### config.mk
export PLATFORM = sky130hd
export DESIGN_NAME = hdlc_rx_fifo_irq
export DESIGN_NICKNAME = d
export VERILOG_FILES = /design/src/rtl/hdlc_rx_fifo_irq.sv
export SDC_FILE = /design/constraint.sdc
export NUM_CORES = 1
export LEC_CHECK = 0
export CELL_PAD_IN_SITES_DETAIL_PLACEMENT = 0
export CELL_PAD_IN_SITES_GLOBAL_PLACEMENT = 1
export CORE_ASPECT_RATIO = 1.25
export CORE_UTILIZATION = 49
export CTS_CLUSTER_DIAMETER = 200
export DETAILED_ROUTE_END_ITERATION = 10
export DONT_BUFFER_PORTS = 1
export PLACE_DENSITY = 0.85
export SKIP_CTS_REPAIR_TIMING = 1
export SYNTH_ARGS = -nofsm -noshare
export SYNTH_HDL_FRONTEND = slang
export SYNTH_SLANG_ARGS = --single-unit
### constraint.sdc
create_clock -name clk -period 3.5 [get_ports clk]
set_clock_uncertainty 0.15 [all_clocks]
set_input_delay 0.35 -clock clk [delete_from_list [all_inputs] [get_ports clk]]
set_output_delay 0.35 -clock clk [all_outputs]
set_load 0.01 [all_outputs]
### src/rtl/hdlc_rx_fifo_irq.sv
module hdlc_rx_fifo_irq #(
  parameter int DEPTH = 16,
  parameter int DW    = 8,
  parameter int AW    = $clog2(DEPTH),
  parameter int NSRC  = 5
) (
  input  logic          clk,
  input  logic          rst_n,
  input  logic          wr_en,
  input  logic [DW-1:0] wr_data,
  input  logic          wr_eop,
  input  logic          rx_bit_valid,
  input  logic          rx_bit,
  input  logic          rd_en,
  output logic [DW-1:0] rd_data,
  output logic          rd_eop,
  input  logic [AW-1:0] full_thresh,
  input  logic [NSRC-1:0] irq_mask,
  input  logic          stat_clr_en,
  input  logic [NSRC-1:0] stat_clr,
  output logic [NSRC-1:0] irq_status,
  output logic          irq
);
  localparam int CW = AW + 1;
  localparam logic [CW-1:0] FULL = CW'(DEPTH);

  logic [DW:0]   mem [DEPTH];
  logic [AW-1:0] wr_ptr, rd_ptr;
  logic [AW-1:0] rd_ptr_inc;
  logic [CW-1:0] fill, fill_nx, thr_ext;
  logic          wr_acc, rd_acc, empty_rd, ovf_ev;
  logic          head_eop_ev, thr_ev, ga_ev;
  logic [7:0]    ga_sr, ga_nx;
  logic [NSRC-1:0] set_ev, clr_vec;

  assign wr_acc     = wr_en && (fill != FULL);
  assign ovf_ev     = wr_en && (fill == FULL);
  assign rd_acc     = rd_en && (fill != '0);
  assign empty_rd   = rd_en && (fill == '0);
  assign rd_ptr_inc = rd_ptr + 1'b1;
  assign fill_nx    = fill + CW'(wr_acc) - CW'(rd_acc);
  assign thr_ext    = {1'b0, full_thresh};
  assign thr_ev     = (fill_nx > thr_ext) && (fill <= thr_ext);

  assign rd_data = (fill == '0) ? '0 : mem[rd_ptr][DW-1:0];
  assign rd_eop  = (fill != '0) && mem[rd_ptr][DW];

  always_comb begin
    head_eop_ev = 1'b0;
    if (rd_acc) begin
      if (fill > CW'(1))
        head_eop_ev = mem[rd_ptr_inc][DW];
      else if (wr_acc)
        head_eop_ev = wr_eop;
    end else if ((fill == '0) && wr_acc) begin
      head_eop_ev = wr_eop;
    end
  end

  assign ga_nx = {ga_sr[6:0], rx_bit};
  assign ga_ev = rx_bit_valid && (ga_nx == 8'h7F);

  assign set_ev  = {ga_ev, head_eop_ev || empty_rd, wr_acc && wr_eop, thr_ev, ovf_ev};
  assign clr_vec = stat_clr_en ? stat_clr : '0;

  always_ff @(posedge clk) begin
    if (wr_acc) mem[wr_ptr] <= {wr_eop, wr_data};
  end

  always_ff @(posedge clk or negedge rst_n) begin
    if (!rst_n) begin
      wr_ptr     <= '0;
      rd_ptr     <= '0;
      fill       <= '0;
      ga_sr      <= 8'hFF;
      irq_status <= '0;
    end else begin
      if (wr_acc) wr_ptr <= wr_ptr + 1'b1;
      if (rd_acc) rd_ptr <= rd_ptr_inc;
      fill <= fill_nx;
      if (rx_bit_valid) ga_sr <= ga_nx;
      irq_status <= (irq_status & ~clr_vec) | set_ev;
    end
  end

  assign irq = |(irq_status & ~irq_mask);
endmodule

==> flow_summary.toml, run 1 <==
[timing]
rsz0062_at_grt = "no"
report.final.slew_viol_count = 0
maxSlewHeadroom_pct = 40.97
final_hold_viol_count = 0
tns_ns = 0
worst_slew_pin_slew_ns = 0.8855
finalWorstPathRequiredPeriod_ns = 3.258
setup_viol = 0
fmax_ghz = 0.3069
fin_crit_sh_pct = 93.09

[synth]
syn_inst = 393
async_reset_ff_share_pct = 14.79
synthMostInstantiatedCell = "edfxtp_1"
synth.avg_cell_area_sq_um = 18.51
syn_nets = 445
synth_fa_ha_area_share_pct = 3.887
synth_area_leader_cell = "edfxtp_1"
synthMuxAreaShare_pct = 16.80
synth_edf_count = 144
ys_top_cells_by_area = "edfxtp_1, mux4_2, dfrtp_1, ha_1, dfstp_2"
synth_top_family_by_area = "multiplexers"
synth_warnings = 0
synth_compound_area_share_pct = 2.270
ys_seq_area_share_pct = 68.15
synth_seq_cells = 169
yosys.area_share.xor_xnor_pct = 1.324
ys.flop_type = "edfxtp_1"
syn_area_sq_um = 7276
synthDistinctLibCells = 40
ys_top_cells_by_count = "edfxtp_1, mux4_2, ha_1, inv_1"
synth_top_area_share_pct = 59.43
yosys.area_share.simple_pct = 5.348

[placement]
portBuffers = 0
routabilityCongestion = 0.8060
place_area_sq_um = 7482
dp_hpwl_mm = 8.740
place_inst = 562

[pwr]
peakVddDrop_mv = 0.3759
finalPower_w = 0.006950
leakagePower_nw = 2.904
power_density_nw_per_um2 = 831.9

[clock_network]
cts_buffers = 17
cts_root_buf = "clkbuf_16"
insertion_delay_ns = 0.43
cts_tree = "done"
htreeDepth = 4
path_clk_slew_ns = 0.07
cts_buffer_depth = 2
cts_sinks = 169

[hold_path]
hold_depth = 3
holdCritPathClass = "in -> reg"

[global_route]
grt_pass1_wl_mm = 22.20
grt_max_degree = 33
grt_pass1_vias = 3812
grt_overflow = 0
antenna_found_initial = 0
grt_usage_pct = 20.44

[final_layout]
post_route_cells_drive_above_1_share_pct = 25.40
nNetsFinal = 476
diodes = 0
stdcell_count = 615
syn2layout_area_growth_pct = 14.82
final_area_sq_um = 8354

[run]
drv_cap = 0

[critical_path]
critical_path.max_fanout = 4
cp-end-kind = "flip-flop"
reg2reg_depth = 15
cp.arrival_ns = 3.41
start_kind = "flip-flop"
worst_ep_required_time_ns = 3.66
worst-setup-path-type = "reg -> reg"

[detailed_routing]
drt_wl_total_mm = 14.86
vias = 3709
first_pass_iters = 7
ant_nets = 0
avgRoutedWirePerCell_um = 24.16
initialDrtViolationCount = 236
drc = 4
vias_per_cell = 6.031

[floorplanning]
die_w_um = 111.0
pin_count = 45
row_count = 49
die_area_sq_um = 15340
die_y_um = 138.2
start_util_pct = 50.29
core-area_sq_um = 14470

[outcome]
status = "finished with violations"
violations = "DRC"
## metrics by stage
step | setup slack (ns) | utilization (%) | hold slack [ns]
after floorplan | 0.1844 | - | -0.09559
after global placement | 0.2944 | 51.71 | -0.09472
after detailed placement | 0.1302 | 51.71 | -0.09466
after CTS | 0.1120 | 56.04 | -0.5540
after global routing | 0.005060 | 57.74 | 0.05482
final | 0.2418 | 57.74 | 0.04914
## cell families (layout without fill, tap and decap cells)
| group | count (synthesis) | count (layout) |
|---|---|---|
| compound gates | 24 | 24 |
| xor+xnor | 11 | 11 |
| fa+ha+maj | 22 | 22 |
| buf+inv | 37 | 81 |
| flops | 169 | 169 |
| mux | 60 | 60 |
| simple gates | 70 | 70 |
## where the power goes
| part | switching [W] | internal [W] | total, W | leakage (nW) |
|---|---|---|---|---|
| clock network | 0.000878 | 0.00104 | 0.00191 | 0.304 |
| logic | 0.00113 | 0.00116 | 0.00229 | 1.01 |
| registers | 0.000251 | 0.00249 | 0.00274 | 1.59 |
| total | 0.00226 | 0.00469 | 0.00695 | 2.90 |
## state kept, by name (all words and copies together), names as in the netlist
signal,cells
mem,144
ga_sr,7
fill,5
irq_status,5
rd_ptr,4
wr_ptr,4
## path summary, 6_finish.rpt
kind                        startpoint       endpoint  slack (ns)
setup / recovery               fill[2]  irq_status[1]        0.24
hold / removal             stat_clr_en  irq_status[3]        0.05
setup reg to reg               fill[2]  irq_status[1]        0.24
hold reg to reg               ga_sr[5]       ga_sr[6]        0.36
max in group asynchronous        rst_n       ga_sr[6]        2.77
min in group asynchronous        rst_n        fill[3]        0.21
## layout make-up
type | instances | area [sq um]
clock buffer | 17 | 425.4
clock inverter | 15 | 200.2
fill | 1063 | 6115
inverter | 21 | 78.83
multi-input combinational | 187 | 2185
sequential | 169 | 4960
tap | 178 | 222.7
timing repair buffer | 28 | 282.8
## worst max-delay path: stages, from the launching register on
cell and delay (ns):
dfrtp_1 0.40, inv_1 0.11, ha_1 0.21, nand2b_4 0.09
nor3_4 0.20, nand2b_4 0.16, xnor2_1 0.11, ha_2 0.20
fa_1 0.45, ha_1 0.30, nor2b_1 0.13, o21a_1 0.17
o21ai_0 0.15, nand2b_1 0.08, a21oi_1 0.13, o31ai_1 0.09
## placed cells by master (no fill, tap or decap), types with 3 or more instances in the layout
cell type,n
a21oi_1,5
and2_1,18
buf_4,7
clkbuf_16,17
clkinv_4,3
clkinv_8,5
dfrtp_1,17
dfstp_2,7
dlygate4sd3_1,19
edfxtp_1,144
ha_1,20
inv_1,20
inv_8,4
mux2_2,7
mux2i_1,4
mux4_2,49
nand2_1,16
nand4_1,5
nor2_1,3
nor2b_1,13
o21ai_0,5
xnor2_1,9
## per-layer routing
metal / wire (um) / track usage (%) / share of wire (%)
met1: 5778 / 25.17 / 39
met2: 7663 / 33.70 / 52
met3: 937 / 4.253 / 6.3
met4: 482 / 11.82 / 3.2
met5: 0 / 0 / 0
No activity file was read; power rests on OpenSTA's default activity.
==> run 2, diff against run 1 <==
--- a/config.mk
+++ b/config.mk
@@ -8,11 +8,11 @@
 export CELL_PAD_IN_SITES_DETAIL_PLACEMENT = 0
 export CELL_PAD_IN_SITES_GLOBAL_PLACEMENT = 1
 export CORE_ASPECT_RATIO = 1.25
-export CORE_UTILIZATION = 49
+export CORE_UTILIZATION = 55
 export CTS_CLUSTER_DIAMETER = 200
 export DETAILED_ROUTE_END_ITERATION = 10
 export DONT_BUFFER_PORTS = 1
-export PLACE_DENSITY = 0.85
+export PLACE_DENSITY = 0.89
 export SKIP_CTS_REPAIR_TIMING = 1
 export SYNTH_ARGS = -nofsm -noshare
 export SYNTH_HDL_FRONTEND = slang
==> constraint.sdc (replaced) <==
create_clock -name clk -period 3.21 [get_ports clk]
set_clock_uncertainty 0.15 [all_clocks]
set_input_delay 0.321 -clock clk [delete_from_list [all_inputs] [get_ports clk]]
set_output_delay 0.321 -clock clk [all_outputs]
set_load 0.01 [all_outputs]
==> flow_summary.toml, run 2 (same netlist as run 1, synthesis figures left out) <==
[run]
drv_cap = 0

[pwr]
power_density_nw_per_um2 = 891.0
leakagePower_nw = 2.923
peakVddDrop_mv = 0.6962
finalPower_w = 0.007483

[timing]
worst_slew_pin_slew_ns = 0.9121
setup_viol = 0
final_hold_viol_count = 0
fmax_ghz = 0.3299
finalWorstPathRequiredPeriod_ns = 3.032
fin_crit_sh_pct = 94.44
maxSlewHeadroom_pct = 39.19
report.final.slew_viol_count = 0
setup_ws_ns = 0.1784

[critical_path]
cp-end-kind = "flip-flop"
critical_path.max_fanout = 4
worst_ep_required_time_ns = 3.37
start_kind = "flip-flop"
cp.arrival_ns = 3.19
worst-setup-path-type = "reg -> reg"

[final_layout]
reg_top3 = "mem (144), ga_sr (7)"
largest_reg_flops = 144
nNetsFinal = 487
post_route_cells_drive_above_1_share_pct = 27.46
regMostFlops = "mem"
final_common_cell = "edfxtp_1"
stdcell_count = 616
syn2layout_area_growth_pct = 15.43
diodes = 0
final_util_pct = 65.73
mostFrequentLayoutCells = "edfxtp_1, mux4_2, dlygate4sd3_1"

[global_route]
grt_max_degree = 42
grt_pass1_vias = 3771
grt_usage_pct = 22.15
grt_overflow = 0
antenna_found_initial = 0
grt_pass1_wl_mm = 21.30

[floorplanning]
row_count = 46
pin_count = 45
start_util_pct = 56.94
die_area_sq_um = 13700
die_y_um = 130.6
core-area_sq_um = 12780
die_w_um = 104.9

[clock_network]
cts_buffers = 17
cts_buffer_depth = 2
insertion_delay_ns = 0.42
path_clk_slew_ns = 0.07
cts_tree = "done"
cts_root_buf = "clkbuf_16"
cts_sinks = 169
htreeDepth = 4

[placement]
portBuffers = 0
place_inst = 560
routabilityCongestion = 0.8478
dp_slack_ns = 0.08654
dp_hpwl_mm = 8.569

[outcome]
status = "finished clean"

[detailed_routing]
avgRoutedWirePerCell_um = 23.07
drt_wl_total_mm = 14.21
first_pass_iters = 5
ant_nets = 0
vias = 3703
drc = 0
initialDrtViolationCount = 254
vias_per_cell = 6.011

[hold_path]
holdCritPathClass = "in -> reg"
## run 2: cell count changes in the layout (fill, tap and decap cells not counted), sizes merged
| cell | change |
|---|---|
| buf | +10 |
| clkinv | -7 |
| clkinvlp | +4 |
| inv | +3 |
| bufinv | -1 |
| clkbuf | +1 |
| dlygate4sd3 | +1 |
## run 2: path summary, 6_finish.rpt
path / start / end / slack [ns] / depth (start not counted)
max: fill[2] / irq_status[1] / 0.18 / 15
min: wr_en / fill[0] / 0.12 / 3
max reg2reg: fill[2] / irq_status[1] / 0.18 / 15
min reg2reg: ga_sr[6] / ga_sr[6] / 0.36 / 2
max in group asynchronous: rst_n / ga_sr[4] / 2.49 / 2
min in group asynchronous: rst_n / fill[4] / 0.17 / 2
## run 2: through the flow
step	instance area, sq um	hold WS [ns]	setup TNS [ns]
after floorplan	7306	-0.1246	0
after global placement	7571	-0.1238	0
after detailed placement	7571	-0.1239	0
after CTS	8124	-0.5730	0
after global routing	8398	0.1412	-0.01546
final	8398	0.1233	0
## run 2: final cells by class
cell class,instances,area [sq um]
multi-input cells,187,2216
fillers,861,4379
flip-flops and latches,169,4960
inverters,21,78.83
clock inverters,14,123.9
well taps,168,210.2
clock buffers,18,429.2
repair buffers,39,380.4
## run 2: worst max-delay path: stages (launching register included)
cell	delay [ns]
dfrtp_1	0.41
inv_2	0.10
ha_4	0.14
nand2b_4	0.08
nor3_4	0.17
nor2b_1	0.09
xnor2_1	0.17
ha_2	0.22
fa_1	0.46
ha_4	0.24
nor2b_1	0.12
o21a_1	0.16
o21ai_1	0.12
nand2b_1	0.06
a21oi_1	0.15
o31ai_1	0.08
## run 2: where the power goes
| part | internal [W] | switching, W |
|---|---|---|
| Combinational | 0.00136 | 0.00129 |
| Sequential | 0.00272 | 0.000228 |
| Clock | 0.00102 | 0.000867 |
## run 2: layer usage
metal / part of all wire, % / up-vias / global-route usage, %
met3: 7.4 / 19 / 4.861
met5: 0 / - / 0
met4: 1.5 / 0 / 9.611
li1: - / 1635 / -
met1: 39 / 1913 / 27.56
met2: 52 / 136 / 38.06
